[config.mk]
export PLATFORM = sky130hd
export DESIGN_NAME = sdram_burst_colgen
export DESIGN_NICKNAME = d
export VERILOG_FILES = /design/src/rtl/colgen_pkg.sv /design/src/rtl/colgen_mode_dec.sv /design/src/rtl/colgen_beat_ctr.sv /design/src/rtl/colgen_addr.sv /design/src/rtl/sdram_burst_colgen.sv
export SDC_FILE = /design/constraint.sdc
export NUM_CORES = 1
export LEC_CHECK = 0
export CAP_MARGIN = 20
export CORE_ASPECT_RATIO = 1.5
export CORE_MARGIN = 1
export CORE_UTILIZATION = 46
export DETAILED_ROUTE_END_ITERATION = 8
export PLACE_DENSITY = 0.72
export SLEW_MARGIN = 25
export SYNTH_ARGS = -nofsm -noshare
export SYNTH_HDL_FRONTEND = slang
export SYNTH_HIERARCHICAL = 1
export SYNTH_SLANG_ARGS = --single-unit
[constraint.sdc]
create_clock -name clk -period 5.4 [get_ports clk]
set_clock_uncertainty 0.05 [all_clocks]
set_input_delay 0.81 -clock clk [delete_from_list [all_inputs] [get_ports clk]]
set_output_delay 0.81 -clock clk [all_outputs]
set_load 0.05 [all_outputs]
[src/rtl/colgen_pkg.sv]
package colgen_pkg;

    typedef enum logic [1:0] {
        ST_IDLE  = 2'd0,
        ST_BURST = 2'd1,
        ST_PAGE  = 2'd2
    } burst_state_t;

    typedef struct packed {
        logic [1:0] len_log2;
        logic       full;
        logic       inter;
        logic       illegal;
    } burst_cfg_t;

endpackage

[src/rtl/colgen_mode_dec.sv]
module colgen_mode_dec
    import colgen_pkg::*;
#(
    parameter int MODE_W      = 12,
    parameter int WSINGLE_BIT = 9,
    parameter int TYPE_BIT    = 3
) (
    input  logic [MODE_W-1:0] mode_word,
    input  logic              is_write,
    output burst_cfg_t        cfg
);

    logic [2:0] len_code;

    always_comb begin
        len_code    = mode_word[2:0];
        cfg         = '0;
        cfg.inter   = mode_word[TYPE_BIT];
        unique case (len_code)
            3'b000, 3'b001, 3'b010, 3'b011: cfg.len_log2 = len_code[1:0];
            3'b111: begin
                cfg.full    = 1'b1;
                cfg.illegal = mode_word[TYPE_BIT];
            end
            default: cfg.illegal = 1'b1;
        endcase
        if (is_write && mode_word[WSINGLE_BIT] && !cfg.illegal) begin
            cfg.len_log2 = 2'd0;
            cfg.full     = 1'b0;
        end
    end

endmodule

[src/rtl/colgen_beat_ctr.sv]
module colgen_beat_ctr
    import colgen_pkg::*;
#(
    parameter int COL_W = 11
) (
    input  logic             clk,
    input  logic             rst_n,
    input  logic             clr,
    input  logic             inc,
    input  burst_cfg_t       cfg,
    output logic [COL_W-1:0] idx,
    output logic             at_end
);

    localparam logic [COL_W-1:0] ONE = COL_W'(1);

    logic [COL_W-1:0] end_val;

    always_ff @(posedge clk or negedge rst_n) begin
        if (!rst_n)   idx <= '0;
        else if (clr) idx <= '0;
        else if (inc) idx <= idx + ONE;
    end

    always_comb begin
        end_val = (ONE << cfg.len_log2) - ONE;
        at_end  = !cfg.full && (idx == end_val);
    end

endmodule

[src/rtl/colgen_addr.sv]
module colgen_addr
    import colgen_pkg::*;
#(
    parameter int COL_W = 11
) (
    input  logic [COL_W-1:0] base,
    input  logic [COL_W-1:0] idx,
    input  burst_cfg_t       cfg,
    output logic [COL_W-1:0] col
);

    logic [COL_W-1:0] mask;
    logic [COL_W-1:0] seq_val;
    logic [COL_W-1:0] xor_val;
    logic [COL_W-1:0] pick;

    for (genvar g = 0; g < COL_W; g++) begin : g_mask
        assign mask[g] = cfg.full || ({30'd0, cfg.len_log2} > g);
    end

    always_comb begin
        seq_val = base + idx;
        xor_val = base ^ idx;
        pick    = cfg.inter ? xor_val : seq_val;
        col     = (base & ~mask) | (pick & mask);
    end

endmodule

[src/rtl/sdram_burst_colgen.sv]
module sdram_burst_colgen
    import colgen_pkg::*;
#(
    parameter int COL_W  = 11,
    parameter int MODE_W = 12
) (
    input  logic              clk,
    input  logic              rst_n,
    input  logic              start_i,
    input  logic              start_write_i,
    input  logic [COL_W-1:0]  start_col_i,
    input  logic [MODE_W-1:0] mode_word_i,
    input  logic              advance_i,
    input  logic              stop_i,
    output logic [COL_W-1:0]  col_o,
    output logic              last_o,
    output logic              busy_o,
    output logic              illegal_o
);

    burst_state_t     state_q, state_d;
    burst_cfg_t       start_cfg, cfg_q;
    logic [COL_W-1:0] base_q;
    logic [COL_W-1:0] idx;
    logic             at_end;
    logic             illegal_q;
    logic             step;

    colgen_mode_dec #(.MODE_W(MODE_W)) u_dec (
        .mode_word (mode_word_i),
        .is_write  (start_write_i),
        .cfg       (start_cfg)
    );

    assign step = advance_i && (state_q != ST_IDLE) && !stop_i;

    colgen_beat_ctr #(.COL_W(COL_W)) u_ctr (
        .clk    (clk),
        .rst_n  (rst_n),
        .clr    (start_i),
        .inc    (step),
        .cfg    (cfg_q),
        .idx    (idx),
        .at_end (at_end)
    );

    colgen_addr #(.COL_W(COL_W)) u_addr (
        .base (base_q),
        .idx  (idx),
        .cfg  (cfg_q),
        .col  (col_o)
    );

    // next-state logic
    always_comb begin
        state_d = state_q;
        if (start_i) begin
            if (start_cfg.illegal)   state_d = ST_IDLE;
            else if (start_cfg.full) state_d = ST_PAGE;
            else                     state_d = ST_BURST;
        end else begin
            unique case (state_q)
                ST_IDLE:  state_d = ST_IDLE;
                ST_BURST: if (stop_i || (advance_i && at_end)) state_d = ST_IDLE;
                ST_PAGE:  if (stop_i) state_d = ST_IDLE;
                default:  state_d = ST_IDLE;
            endcase
        end
    end

    // state register and burst context
    always_ff @(posedge clk or negedge rst_n) begin
        if (!rst_n) begin
            state_q   <= ST_IDLE;
            cfg_q     <= '0;
            base_q    <= '0;
            illegal_q <= 1'b0;
        end else begin
            state_q <= state_d;
            if (start_i) begin
                cfg_q     <= start_cfg;
                base_q    <= start_col_i;
                illegal_q <= start_cfg.illegal;
            end
        end
    end

    // outputs
    always_comb begin
        illegal_o = illegal_q;
        unique case (state_q)
            ST_IDLE: begin
                busy_o = 1'b0;
                last_o = 1'b0;
            end
            ST_BURST: begin
                busy_o = 1'b1;
                last_o = at_end;
            end
            ST_PAGE: begin
                busy_o = 1'b1;
                last_o = 1'b0;
            end
            default: begin
                busy_o = 1'b0;
                last_o = 1'b0;
            end
        endcase
    end


    start_loads_col_chk: assert property (@(posedge clk) disable iff (!rst_n)
        (start_i && !start_cfg.illegal) |=> (busy_o && col_o == $past(start_col_i)));


    last_ends_burst_chk: assert property (@(posedge clk) disable iff (!rst_n)
        (last_o && advance_i && !start_i) |=> !busy_o);


    page_step_chk: assert property (@(posedge clk) disable iff (!rst_n)
        (state_q == ST_PAGE && advance_i && !start_i && !stop_i)
        |=> (busy_o && !last_o && col_o == $past(col_o) + COL_W'(1)));


    stop_clears_busy_chk: assert property (@(posedge clk) disable iff (!rst_n)
        (stop_i && !start_i) |=> !busy_o);


    illegal_refused_chk: assert property (@(posedge clk) disable iff (!rst_n)
        (start_i && start_cfg.illegal) |=> (!busy_o && illegal_o));


    hold_col_chk: assert property (@(posedge clk) disable iff (!rst_n)
        (!start_i && !advance_i) |=> $stable(col_o));

endmodule

After elaboration in Yosys (flattened, before gate mapping)
Index checks and enable logic that the tools add are counted.

storage, ports and cells
  bits in latches = 0
  register bits = 29
  word-level logic and storage cells = 62
  output and inout port bits = 14
  memories = 0
  bits in writable memories = 0
  bits of input ports = 29
  bits in read-only memories = 0

operators by class
  bitwise gates (word level) = 5
  shift operators = 1
  reduce and logical (&&, ||, !) cells = 19
  div/mod/pow operators = 0
  equality and inequality tests = 9
  multiplexer cells = 15
  add/sub/neg operators = 3
  $mul = 0
  order comparisons = 3

operators by type and width
  operator                                            count
  two-way mux 11 bit                                  3
  bitwise AND 11 bit                                  2
  two-way mux 2 bit                                   6
  adder 11 x 1 -> 11 bit, second input constant       1
  adder 11 bit                                        1
  == test 11 bit                                      1
  NOT 11 bit                                          1
  OR 11 bit                                           1
  left shift 1 x 2 -> 11 bit, first input constant    1
  subtractor 11 x 1 -> 11 bit, second input constant  1
  bitwise XOR 11 bit                                  1
  == test 3 x 2 -> 1 bit, second input constant       2
  logical AND 1 bit                                   6
  != test 3 bit, second input constant                2
  > comparator 2 x 1 -> 1 bit, second input constant  2
  logical OR 1 bit                                    4
  one-hot mux 2 bit (2 select lines)                  1
  nonzero test 2 bit                                  2
  OR reduction 4 bit                                  1
  == test 3 x 1 -> 1 bit, second input constant       1
  == test 3 bit, second input constant                1
  zero test 1 bit                                     3
  zero test 3 bit                                     1
  two-way mux 1 bit                                   3
  7 further kinds                                     7

Logic depth before layout (Yosys ltp)
  word-level depth = 9
  mapped depth = 8

By module
Netlist, hierarchy kept.

modules (own cells, without submodules)
  module              area each (µm²)  instances  cells an instance
  sdram_burst_colgen  800.8            1          52
  colgen_addr         679.4            1          100
  colgen_beat_ctr     650.6            1          67
  colgen_mode_dec     50.0             1          9

Worst setup path after synthesis
Ideal clock, no wire load.

  path kind = register to output
  start = reg u_ctr.idx[0]
  end = out col_o[10]
  path buffers = 0
  path slack = 2.012 ns
  cell stages (with the launch flop) = 9
  data required time = 4.540 ns
  arrival = 2.528 ns
  path through = dfrtp_1 > ha_1 > inv_1 > fa_1 > nand3b_1 > a211oi_1 > or4_1 > nand3_1 > xnor2_1

on the way
  word-level cells in the longest chain between the ends = 4

ends and longest elaborated chain
  what                      line                      text
  start: declaration        colgen_beat_ctr.sv:11     output logic [COL_W-1:0] idx,
  start signal: assignment  colgen_beat_ctr.sv:22     else if (inc) idx <= idx + ONE;
  adder 11 bit              colgen_addr.sv:22         seq_val = base + idx;
  two-way mux 11 bit        colgen_addr.sv:24         pick = cfg.inter ? xor_val : seq_val;
  bitwise AND 11 bit        colgen_addr.sv:25         col = (base & ~mask) | (pick & mask);
  OR 11 bit                 colgen_addr.sv:25
  end: declaration          sdram_burst_colgen.sv:15  output logic [COL_W-1:0] col_o,

Every way passes these cells.

Worst setup path after layout
Ends and elaborated chain as after synthesis.

==> results.py <==
metrics = {
    "clock_tree": {
        "cts-buffers-inserted": 5,
        "clk_pin_slew_ns": 0.06,
        "hold_buffers": 0,
        "cts_tree": "yes",
        "cts_root_buf": "clkbuf_8",
        "worstSkewPairLatency_ns": 0.28,
        "cts.path.max_buffers": 2,
        "cts_max_level": 2,
        "cts_resized": 0,
        "postCtsSetupBuffers": 0,
        "clkSinkCount": 29,
    },
    "run_status": {
        "status": "completed",
    },
    "synth": {
        "syn_area_per_cell_sq_um": 9.565,
        "yosysTopAreaCell": "dfrtp_1",
        "netlist.area_leader.share": 0.3328,
        "ys_top_cells_by_count": "dfrtp_1 (29), nor2_1 (17), a21oi_1 (16), ha_1 (15), inv_1 (12)",
        "synth_most_common_cell": "dfrtp_1",
        "async_flop_share": 1.000,
        "ys_types": 51,
        "synth_flop_cell": "dfrtp_1",
        "synth_edf_count": 0,
        "ys_ff_latch": 29,
        "seq_area_frac_synth": 0.3328,
        "synthCells": 228,
        "syn_nets": 273,
        "ys_top_cells_by_area": "dfrtp_1 (33%), ha_1 (8.6%), mux2_4 (6.2%)",
        "synthesis.area_sq_um": 2181,
        "yosys_warnings": 6,
    },
    "pwr": {
        "combPwrFrac": 0.308,
        "ir_drop_v": 0.0001466,
        "total_power_uw": 606.4,
        "clock_power_share": 0.282,
        "power_frac_seq": 0.410,
        "internal_power_uw": 404.5,
        "power.density_nw_per_um2": 229.2,
        "p_sw_frac": 0.3329,
        "p_leak_uw": 0.001119,
        "switchingPower_uw": 201.9,
    },
    "worst_hold_path": {
        "min_path_cells": 1,
        "worst_hold_startpoint": "illegal_o",
        "whs_endpoint": "illegal_o",
        "hold_class": "flop to flop",
    },
    "placed_design": {
        "hpwl_um": 3343,
        "routabilityCongestion": 0.8001,
        "io_buffers": 35,
    },
    "finish": {
        "fillers": 405,
        "num_antenna_cells": 0,
        "fin_nets": 308,
        "areaGrowthSynthToFinish_pct": 21.29,
        "drive_above_1_share": 0.1402,
    },
    "sta": {
        "hold_viol": 0,
        "setup_viol": 0,
        "hold_slack_ns": 0.4607,
        "max_freq_mhz": 239.9,
        "rsz0062_at_grt": "false",
        "setup_tns_ns": 0,
        "worst_slew_pin_slew_ns": 0.6742,
        "relSlewSlack": 0.5505,
        "maxSlewViolCount": 0,
        "period_share": 0.7721,
        "post-route-min-period_ns": 4.169,
    },
    "setup_path": {
        "cp-start-kind": "flop",
        "r2r-end": "state_q[1]",
        "slowest_stage": "clkdlybuf4s50_1",
        "r2r.worst_path.cells": 8,
        "end_kind": "output pin",
        "crit_type": "flop to output pin",
        "critical-path-top-delay-family": "buffers and inverters",
        "cp.arrival_ns": 3.31,
        "worst-path-buf-inv": 2,
        "cp_cell_sequence": "ha_1 -> inv_1 -> fa_1 -> nand3b_1 -> a211oi_1 -> or4_1 -> nand3_1 -> xnor2_1 -> clkdlybuf4s50_1",
        "regToRegSetupSlack_ns": 3.16,
        "path_max_fanout": 8,
        "critPathRequiredTime_ns": 4.54,
        "r2r_start": "cfg_q[4]",
        "slowest_delay_ns": 0.82,
    },
    "global_routing": {
        "overflow": 0,
        "grt_max_degree": 30,
        "grt.total_usage": 0.2090,
        "grt_pass1_wl_um": 8010,
        "antenna_found_initial": 0,
        "grt_pass1_vias": 1747,
    },
    "routing": {
        "vias": 1763,
        "routed_wl_um": 4689,
        "via_per_inst": 5.375,
        "ant_nets": 0,
        "routedWlPerCell_um": 14.30,
        "first_pass_iters": 4,
        "drcViolationCount": 0,
        "drt_iter0_drc": 67,
    },
    "floorplanning": {
        "io_pins": 43,
        "core-area_sq_um": 4542,
        "start_util": 0.4802,
        "rows": 30,
        "die_x_um": 58.22,
        "dieArea_sq_um": 5026,
        "die_h_um": 86.33,
    },
    "run": {
        "cap_violations": 0,
    },
}
power by group through the flow:
| stage | Clock (uW) | Sequential [uW] | Combinational, uW |
|---|---|---|---|
| global placement | 0 | 252 | 184 |
| finish | 171 | 249 | 187 |
| global route | 182 | 251 | 200 |
| detailed placement | 0 | 253 | 187 |
| CTS | 176 | 249 | 188 |
| floorplan | 0 | 247 | 131 |
how the worst max path moves through the flow:
stage,startpoint,end,slack [ns],cells after the start
3_5_place_dp,u_ctr/idx[0],col_o[10],1.53,9
6_report,u_ctr/idx[0],col_o[10],1.23,9
3_3_place_gp,u_ctr/idx[0],col_o[10],1.59,9
2_1_floorplan,u_ctr/idx[0],col_o[10],2.01,8
5_1_grt,u_ctr/idx[0],col_o[10],1.03,9
4_1_cts,u_ctr/idx[0],col_o[10],1.21,9
registers in the layout, summed over array words and instances, names as in the netlist:
signal and cells:
state_q 2, base_q 11, u_ctr/idx 11, illegal_o 1
cfg_q 4
cell usage in the layout (no fill, tap or decap), types with 2 or more instances in the layout:
| cell | netlist | final |
|---|---|---|
| nor2b_1 | 2 | 2 |
| nor2_1 | 17 | 17 |
| a211oi_1 | 3 | 3 |
| mux2_4 | 9 | 9 |
| o31ai_1 | 3 | 3 |
| o22ai_1 | 3 | 3 |
| nor3_1 | 4 | 4 |
| nand3b_1 | 3 | 3 |
| inv_1 | 12 | 12 |
| mux2_2 | 10 | 10 |
| ha_1 | 15 | 15 |
| nor4_1 | 2 | 2 |
| nand2_1 | 11 | 11 |
| xor2_1 | 6 | 6 |
| a21oi_1 | 16 | 16 |
| xnor2_1 | 7 | 7 |
| clkdlybuf4s50_1 | 0 | 35 |
| or3_2 | 3 | 3 |
| clkbuf_1 | 4 | 3 |
| o221ai_1 | 2 | 2 |
| dfrtp_1 | 29 | 29 |
| nand4_1 | 7 | 7 |
| buf_4 | 1 | 3 |
| nand3_1 | 11 | 11 |
| nand2b_1 | 4 | 4 |
| o211ai_1 | 2 | 2 |
| a31oi_1 | 2 | 2 |
| mux2i_1 | 2 | 2 |
| and2_1 | 4 | 4 |
| or4_1 | 3 | 3 |
| or3_1 | 3 | 3 |
| clkbuf_8 | 0 | 5 |
| o21ai_0 | 6 | 6 |
logic make-up after synthesis:
family	count (synthesis)	share of synthesized area
XOR/XNOR	13	0.05221
AO/OA/AOI/OAI	44	0.1274
adder cells (fa/ha/maj)	16	0.09524
flip-flops	29	0.3328
AND/OR/NAND/NOR	82	0.2123
buffers and inverters	22	0.05220
multiplexers	22	0.1279
cell type report:
cell class,instances,area (sq um),area share
clock buffers,8,80.08,0.03027
inverters,12,45.04,0.01703
multi-input cells,177,1341,0.5071
repair buffers,38,372.9,0.1410
well taps,64,80.08,0.03027
flip-flops and latches,29,725.7,0.2744
per-layer routing:
| metal | global-route usage | vias up | routed length [um] |
|---|---|---|---|
| li1 | - | 895 | - |
| met4 | 0.1082 | 0 | 103 |
| met3 | 0.03731 | 6 | 130 |
| met1 | 0.2533 | 833 | 2005 |
| met2 | 0.3490 | 29 | 2450 |
| met5 | 0 | - | 0 |
metrics by stage:
stage | util | setup slack, ns | cells | area, sq um
3_5_place_dp | 0.5647 | 1.530 | 320 | 2565
4_1_cts | 0.5824 | 1.215 | 328 | 2645
3_3_place_gp | 0.5647 | 1.592 | 320 | 2565
2_1_floorplan | - | 2.012 | 228 | 2181
5_1_grt | 0.5824 | 1.031 | 328 | 2645
6_report | 0.5824 | 1.231 | 328 | 2645
No activity file was read; power rests on OpenSTA's default activity.
